**src/rtl/dbl_buf_serial_tx_pkg.sv**
```systemverilog
package dbl_buf_serial_tx_pkg;

  typedef enum logic {
    SH_IDLE  = 1'b0,
    SH_SHIFT = 1'b1
  } shift_state_t;

endpackage

```
**src/rtl/dbl_buf_serial_tx_hold.sv**
```systemverilog
module dbl_buf_serial_tx_hold #(
  parameter int DATA_W = 8
) (
  input  logic              clk,
  input  logic              rst_n,
  input  logic              wr_n,
  input  logic              cs_n,
  input  logic [DATA_W-1:0] wr_data,
  input  logic              take,
  output logic              full,
  output logic [DATA_W-1:0] data,
  output logic              ready
);

  logic accept;

  assign accept = !wr_n && !cs_n && !full;
  assign ready  = !full;

  always_ff @(posedge clk or negedge rst_n) begin
    if (!rst_n) begin
      full <= 1'b0;
      data <= '0;
    end else if (accept) begin
      full <= 1'b1;
      data <= wr_data;
    end else if (take) begin
      full <= 1'b0;
    end
  end

  // a write while full leaves the queued byte untouched
  a_r8_hold_kept: assert property (@(posedge clk) disable iff (!rst_n)
    (full && !take && !wr_n && !cs_n) |=> (full && $stable(data)));

  // once the shifter takes the byte, the hold register is free
  a_r7_free_after_take: assert property (@(posedge clk) disable iff (!rst_n)
    take |=> ready);

endmodule

```
**src/rtl/dbl_buf_serial_tx_pace.sv**
```systemverilog
module dbl_buf_serial_tx_pace #(
  parameter int DIV_W = 8,
  parameter int OVS   = 16
) (
  input  logic             clk,
  input  logic             rst_n,
  input  logic             run,
  input  logic             sync_mode,
  input  logic [DIV_W-1:0] div,
  output logic             step
);

  localparam int SUB_W = (OVS > 1) ? $clog2(OVS) : 1;

  logic [DIV_W-1:0] cnt;
  logic [DIV_W-1:0] lim;
  logic [SUB_W-1:0] sub;
  logic             tick;

  function automatic logic [DIV_W-1:0] eff_div(input logic [DIV_W-1:0] d);
    return (d == '0) ? DIV_W'(1) : d;
  endfunction

  assign lim  = eff_div(div);
  assign tick = run && (cnt == lim - DIV_W'(1));
  assign step = sync_mode ? run : (tick && (sub == SUB_W'(OVS - 1)));

  always_ff @(posedge clk or negedge rst_n) begin
    if (!rst_n) begin
      cnt <= '0;
      sub <= '0;
    end else if (!run) begin
      cnt <= '0;
      sub <= '0;
    end else if (tick) begin
      cnt <= '0;
      sub <= (sub == SUB_W'(OVS - 1)) ? '0 : sub + SUB_W'(1);
    end else begin
      cnt <= cnt + DIV_W'(1);
    end
  end

  // with a divisor above one, sub-ticks never come on adjacent clocks
  a_r9_tick_gap: assert property (@(posedge clk) disable iff (!rst_n)
    (tick && (lim > DIV_W'(1))) |=> !tick);

  // clock-rate mode advances every running cycle
  a_r10_sync_pace: assert property (@(posedge clk) disable iff (!rst_n)
    (sync_mode && run && !tick && (lim > DIV_W'(1))) |-> step);

endmodule

```
**src/rtl/dbl_buf_serial_tx_shift.sv**
```systemverilog
module dbl_buf_serial_tx_shift
  import dbl_buf_serial_tx_pkg::*;
#(
  parameter int DATA_W = 8
) (
  input  logic              clk,
  input  logic              rst_n,
  input  logic              hold_full,
  input  logic [DATA_W-1:0] hold_data,
  input  logic              wide8,
  input  logic              par_on,
  input  logic              par_odd,
  input  logic              step,
  output logic              busy,
  output logic              load,
  output logic              tx
);

  localparam int FRAME_W = DATA_W + 3;
  localparam int LEFT_W  = $clog2(FRAME_W);

  shift_state_t     state;
  logic [FRAME_W-1:0] sr;
  logic [LEFT_W-1:0]  left;
  logic               last_bit;

  function automatic logic [FRAME_W-1:0] build_frame(
    input logic [DATA_W-1:0] d, input logic w8, input logic p_en, input logic p_odd);
    logic [FRAME_W-1:0] f;
    logic               p;
    int                 n;
    n    = w8 ? DATA_W : DATA_W - 1;
    f    = '1;
    f[0] = 1'b0;
    p    = p_odd;
    for (int i = 0; i < DATA_W; i++) begin
      if (i < n) begin
        f[i+1] = d[i];
        p      = p ^ d[i];
      end
    end
    if (p_en) f[n+1] = p;
    return f;
  endfunction

  function automatic logic [LEFT_W-1:0] last_index(input logic w8, input logic p_en);
    return LEFT_W'((w8 ? DATA_W : DATA_W - 1) + 1 + (p_en ? 1 : 0));
  endfunction

  assign busy     = (state == SH_SHIFT);
  assign last_bit = (left == '0);
  assign load     = hold_full && (!busy || (step && last_bit));
  assign tx       = busy ? sr[0] : 1'b1;

  always_ff @(posedge clk or negedge rst_n) begin
    if (!rst_n) begin
      state <= SH_IDLE;
      sr    <= '1;
      left  <= '0;
    end else if (load) begin
      state <= SH_SHIFT;
      sr    <= build_frame(hold_data, wide8, par_on, par_odd);
      left  <= last_index(wide8, par_on);
    end else if (busy && step) begin
      if (last_bit) begin
        state <= SH_IDLE;
      end else begin
        sr   <= {1'b1, sr[FRAME_W-1:1]};
        left <= left - LEFT_W'(1);
      end
    end
  end

  // a frame always opens with a low start bit
  a_r2_start_low: assert property (@(posedge clk) disable iff (!rst_n)
    load |=> !tx);

  // the final bit of every frame is the high stop bit
  a_r2_stop_high: assert property (@(posedge clk) disable iff (!rst_n)
    (busy && last_bit) |-> tx);

endmodule

```
**src/rtl/dbl_buf_serial_tx.sv**
```systemverilog
module dbl_buf_serial_tx #(
  parameter int DATA_W = 8,
  parameter int DIV_W  = 8,
  parameter int OVS    = 16
) (
  input  logic              clk,
  input  logic              rst_n,
  input  logic [DATA_W-1:0] wr_data,
  input  logic              wr_n,
  input  logic              cs_n,
  output logic              tx_ready,
  input  logic              wide8,
  input  logic              par_on,
  input  logic              par_odd,
  input  logic              sync_mode,
  input  logic [DIV_W-1:0]  baud_div,
  output logic              tx
);

  logic              hold_full;
  logic [DATA_W-1:0] hold_data;
  logic              take;
  logic              busy;
  logic              step;

  dbl_buf_serial_tx_hold #(.DATA_W(DATA_W)) u_hold (
    .clk     (clk),
    .rst_n   (rst_n),
    .wr_n    (wr_n),
    .cs_n    (cs_n),
    .wr_data (wr_data),
    .take    (take),
    .full    (hold_full),
    .data    (hold_data),
    .ready   (tx_ready)
  );

  dbl_buf_serial_tx_pace #(.DIV_W(DIV_W), .OVS(OVS)) u_pace (
    .clk       (clk),
    .rst_n     (rst_n),
    .run       (busy),
    .sync_mode (sync_mode),
    .div       (baud_div),
    .step      (step)
  );

  dbl_buf_serial_tx_shift #(.DATA_W(DATA_W)) u_shift (
    .clk       (clk),
    .rst_n     (rst_n),
    .hold_full (hold_full),
    .hold_data (hold_data),
    .wide8     (wide8),
    .par_on    (par_on),
    .par_odd   (par_odd),
    .step      (step),
    .busy      (busy),
    .load      (take),
    .tx        (tx)
  );

  // an idle shifter picks up a queued byte at the next edge
  a_r6_idle_pickup: assert property (@(posedge clk) disable iff (!rst_n)
    (!busy && !tx_ready) |=> (busy && tx_ready));

endmodule

```
**config.mk**
```make
export PLATFORM = sky130hd
export DESIGN_NAME = dbl_buf_serial_tx
export DESIGN_NICKNAME = d
export VERILOG_FILES = /design/src/rtl/dbl_buf_serial_tx_pkg.sv /design/src/rtl/dbl_buf_serial_tx_hold.sv /design/src/rtl/dbl_buf_serial_tx_pace.sv /design/src/rtl/dbl_buf_serial_tx_shift.sv /design/src/rtl/dbl_buf_serial_tx.sv
export SDC_FILE = /design/constraint.sdc
export NUM_CORES = 1
export LEC_CHECK = 0
export BUFFER_PORTS_ARGS = -buffer_cell sky130_fd_sc_hd__buf_2
export CORE_UTILIZATION = 50
export CTS_BUF_LIST = sky130_fd_sc_hd__clkbuf_4
export DETAILED_ROUTE_END_ITERATION = 10
export PLACE_DENSITY_LB_ADDON = 0.15
export SYNTH_ARGS = -nofsm -noshare
export SYNTH_HDL_FRONTEND = slang
export SYNTH_SLANG_ARGS = --single-unit
export TNS_END_PERCENT = 100
```
**constraint.sdc**
```tcl
create_clock -name clk -period 2.4 [get_ports clk]
set_clock_uncertainty 0.05 [all_clocks]
set_input_delay 0.72 -clock clk [delete_from_list [all_inputs] [get_ports clk]]
set_output_delay 0.72 -clock clk [all_outputs]
set_load 0.01 [all_outputs]
```
==> run metrics <==
status=finished with violations; failing checks=negative setup slack; worst skew pair latency=340 ps; Sequential Power Share=0.412; clock sink count=36; initial antenna violation count=0; root buffer cell=clkbuf_4; H-tree Lvls=2; hold slack=391 ps; number of antenna repair diodes=0; most frequent cells in the layout=buf_4 (34), dfrtp_1 (26), buf_2 (23); fmax=325 MHz; Relative slew margins=0.474; final hold vios=0; initial drt markers=79; Rows=23; Synth Register Bits=36; vias per cell=5.43; PortBufs=25; pre-CTS setup slack=-995 ps; die width=between 60 and 70 µm; Mapped Area=2080 µm²; Core Area=4000 µm²; Final Max Tran Viols=0; switching pwr=roughly 1.1 mW; Most used DFF post-synth=dfrtp_1; routed len/inst=14.9 µm; global-route wire length before repair=8280 µm; EDFF count, synth=0; CTS tree=yes; number of global-route vias before repair=1833; Initial Util=0.521; CP required=2580 ps; post-route total power=2.82 mW; Post-synth ARST share=1.00; Leakage=1.25 nW; CP max FO=7; crit path capture type=register; maximum VDD drop=just under 900 µV; largest net degree at the start of global routing=37; CTS clock-pin slew for the worst setup and hold paths=roughly 110 ps; Setup WS post-layout=-677 ps; routed via count=1786; Tcrit/Tclk final=1.28; sw frac=0.389; Combinational Power Share=0.469; fillers=317; fin crit period=3080 ps; Internal=1.72 mW; total congestion overflow=0; die area=about 4400 µm²; CTS Buf Count=5; clock group share of total power=0.119; DRC errors left=0; Util after Layout=0.682; share of post-route cells with drive strength above 1=0.398; DRT Wirelength=4910 µm; Area growth, synth to finish=30.8%; CP arrival=about 3300 ps; worst-margin pin slew=789 ps; GRT Util Overall=0.253; yosys warns=0; Mapped Cells=215; hold buffer count at cts=0; unrepaired setup endpoints after global routing=yes; Mapped Nets=245; most common cell after layout, fill and taps aside=buf_4; Max-Cap Viols=0; Die H=66.6 µm; Startpoint Class=primary input; Hold Crit Class=primary input to async pin; share of the yosys chip area belonging to registers=0.438; post-DP HPWL=3320 µm; final setup TNS=-17250 ps; post-synth cell types=44; final setup vio count=28; pwr dens=1040 nW/µm²; DR pass1 iterations=4; # IOs=26; largest buffer count on any clock path=2; Avg Synthesized Cell Area=a little under 10 µm²; fin nets=308; CP Class=primary input to register; RD Place Congestion=0.879; post-route ant nets=0
==> layer usage <==
| layer | GRT usage | wire, µm | share of wire | up-vias |
|---|---|---|---|---|
| li1 | - | - | - | 884 |
| met4 | 0.106 | 99 | 0.020 | 0 |
| met3 | 0.0479 | 169 | 0.034 | 12 |
| met2 | 0.413 | 2380 | 0.48 | 37 |
| met5 | 0 | 0 | 0 | - |
| met1 | 0.325 | 2260 | 0.46 | 853 |
==> per-stage QoR <==
stage,cells,area (µm²)
6_report,329,2730
5_1_grt,329,2730
4_1_cts,326,2660
3_5_place_dp,306,2440
3_3_place_gp,306,2440
2_1_floorplan,215,2110
==> area by class of cell <==
| cell class | count | area, µm² | area share |
|---|---|---|---|
| Clock buffer | 6 | 45.0 | 0.0165 |
| Clock inverter | 2 | 12.5 | 0.00459 |
| Inverter | 22 | 82.6 | 0.0303 |
| Multi-Input combinational cell | 148 | 1150 | 0.422 |
| Sequential cell | 36 | 913 | 0.335 |
| Tap cell | 50 | 62.6 | 0.0229 |
| Timing Repair Buffer | 65 | 460 | 0.169 |
==> sequential cells by signal, summed over array words and instances (netlist names) <==
register / count
u_shift.left: 4
u_shift.busy: 1
u_shift.sr: 10
u_hold.data: 8
u_hold.full: 1
u_pace.sub: 4
u_pace.cnt: 8
==> repair_timing <==
item / 4_1_cts / 5_1_grt
hold endpoints to repair: 0 / 0
cloned: 1 / 0
resized for setup: 18 / 9
pin swaps: 11 / 10
setup buffers: 11 / 4
endpoints found under the setup margin: 28 / 28
==> power by group through the flow <==
stage	clock [mW]	combinational, mW	sequential, mW
4_1_cts	0.339	1.27	1.15
3_3_place_gp	0	1.19	1.16
2_1_floorplan	0	0.995	1.07
3_5_place_dp	0	1.22	1.17
6_report	0.335	1.32	1.16
5_1_grt	0.373	1.48	1.20
==> cell families after synthesis <==
group / count (synthesis) / synth area share
buf+inv: 31 / 0.0606
flops: 36 / 0.438
xor+xnor: 22 / 0.0924
mux: 10 / 0.0528
simple gates: 58 / 0.145
compound gates: 52 / 0.175
fa+ha+maj: 6 / 0.0360
==> Yosys cell counts (all sizes together) (2+ instances only) <==
| cell | number | area [µm²] |
|---|---|---|
| nand3 | 5 | 25.0 |
| nor2 | 15 | 56.3 |
| o32a | 2 | 20.0 |
| nor3 | 3 | 15.0 |
| xnor2 | 16 | 140 |
| a21oi | 13 | 68.8 |
| nand4 | 2 | 12.5 |
| o32ai | 2 | 25.0 |
| a211o | 2 | 17.5 |
| o21ai | 4 | 20.0 |
| nand2 | 11 | 41.3 |
| and3 | 12 | 75.1 |
| and2 | 2 | 12.5 |
| buf | 3 | 21.3 |
| xor2 | 6 | 52.6 |
| a21boi | 2 | 15.0 |
| o311ai | 2 | 17.5 |
| or3 | 3 | 18.8 |
| clkbuf | 6 | 22.5 |
| dfrtp | 26 | 651 |
| o31ai | 2 | 15.0 |
| mux2i | 2 | 20.0 |
| o22ai | 10 | 62.6 |
| nor2b | 3 | 18.8 |
| ha | 6 | 75.1 |
| mux2 | 8 | 90.1 |
| inv | 22 | 82.6 |
| a31oi | 4 | 25.0 |
| dfstp | 10 | 263 |
| nor4 | 2 | 27.5 |
==> critical path, cell delays in order <==
cell and delay [ps]:
buf_6 100, nor4_4 270, nand2_1 120, o21bai_2 190
inv_2 60, ha_4 170, buf_6 120, xnor2_2 120
a221oi_2 280, a41oi_2 70, nor3_2 250, buf_4 150
o2111ai_2 130, and2_4 220, o32a_1 300
==> path summary, 6_finish.rpt <==
check | slack [ps] | end | startpoint | cells after the start
hold / removal | 390 | u_shift.left[1] | rst_n | 1
max in group asynchronous | 1410 | u_hold.data[3] | rst_n | 1
setup reg to reg | 130 | u_shift.left[3] | u_pace.cnt[2] | 8
min in group clk | 440 | u_shift.sr[2] | u_shift.sr[2] | 2
setup / recovery | -680 | u_shift.left[3] | baud_div[2] | 15
hold reg to reg | 440 | u_shift.sr[2] | u_shift.sr[2] | 2
(Power assumes the default switching activity.)
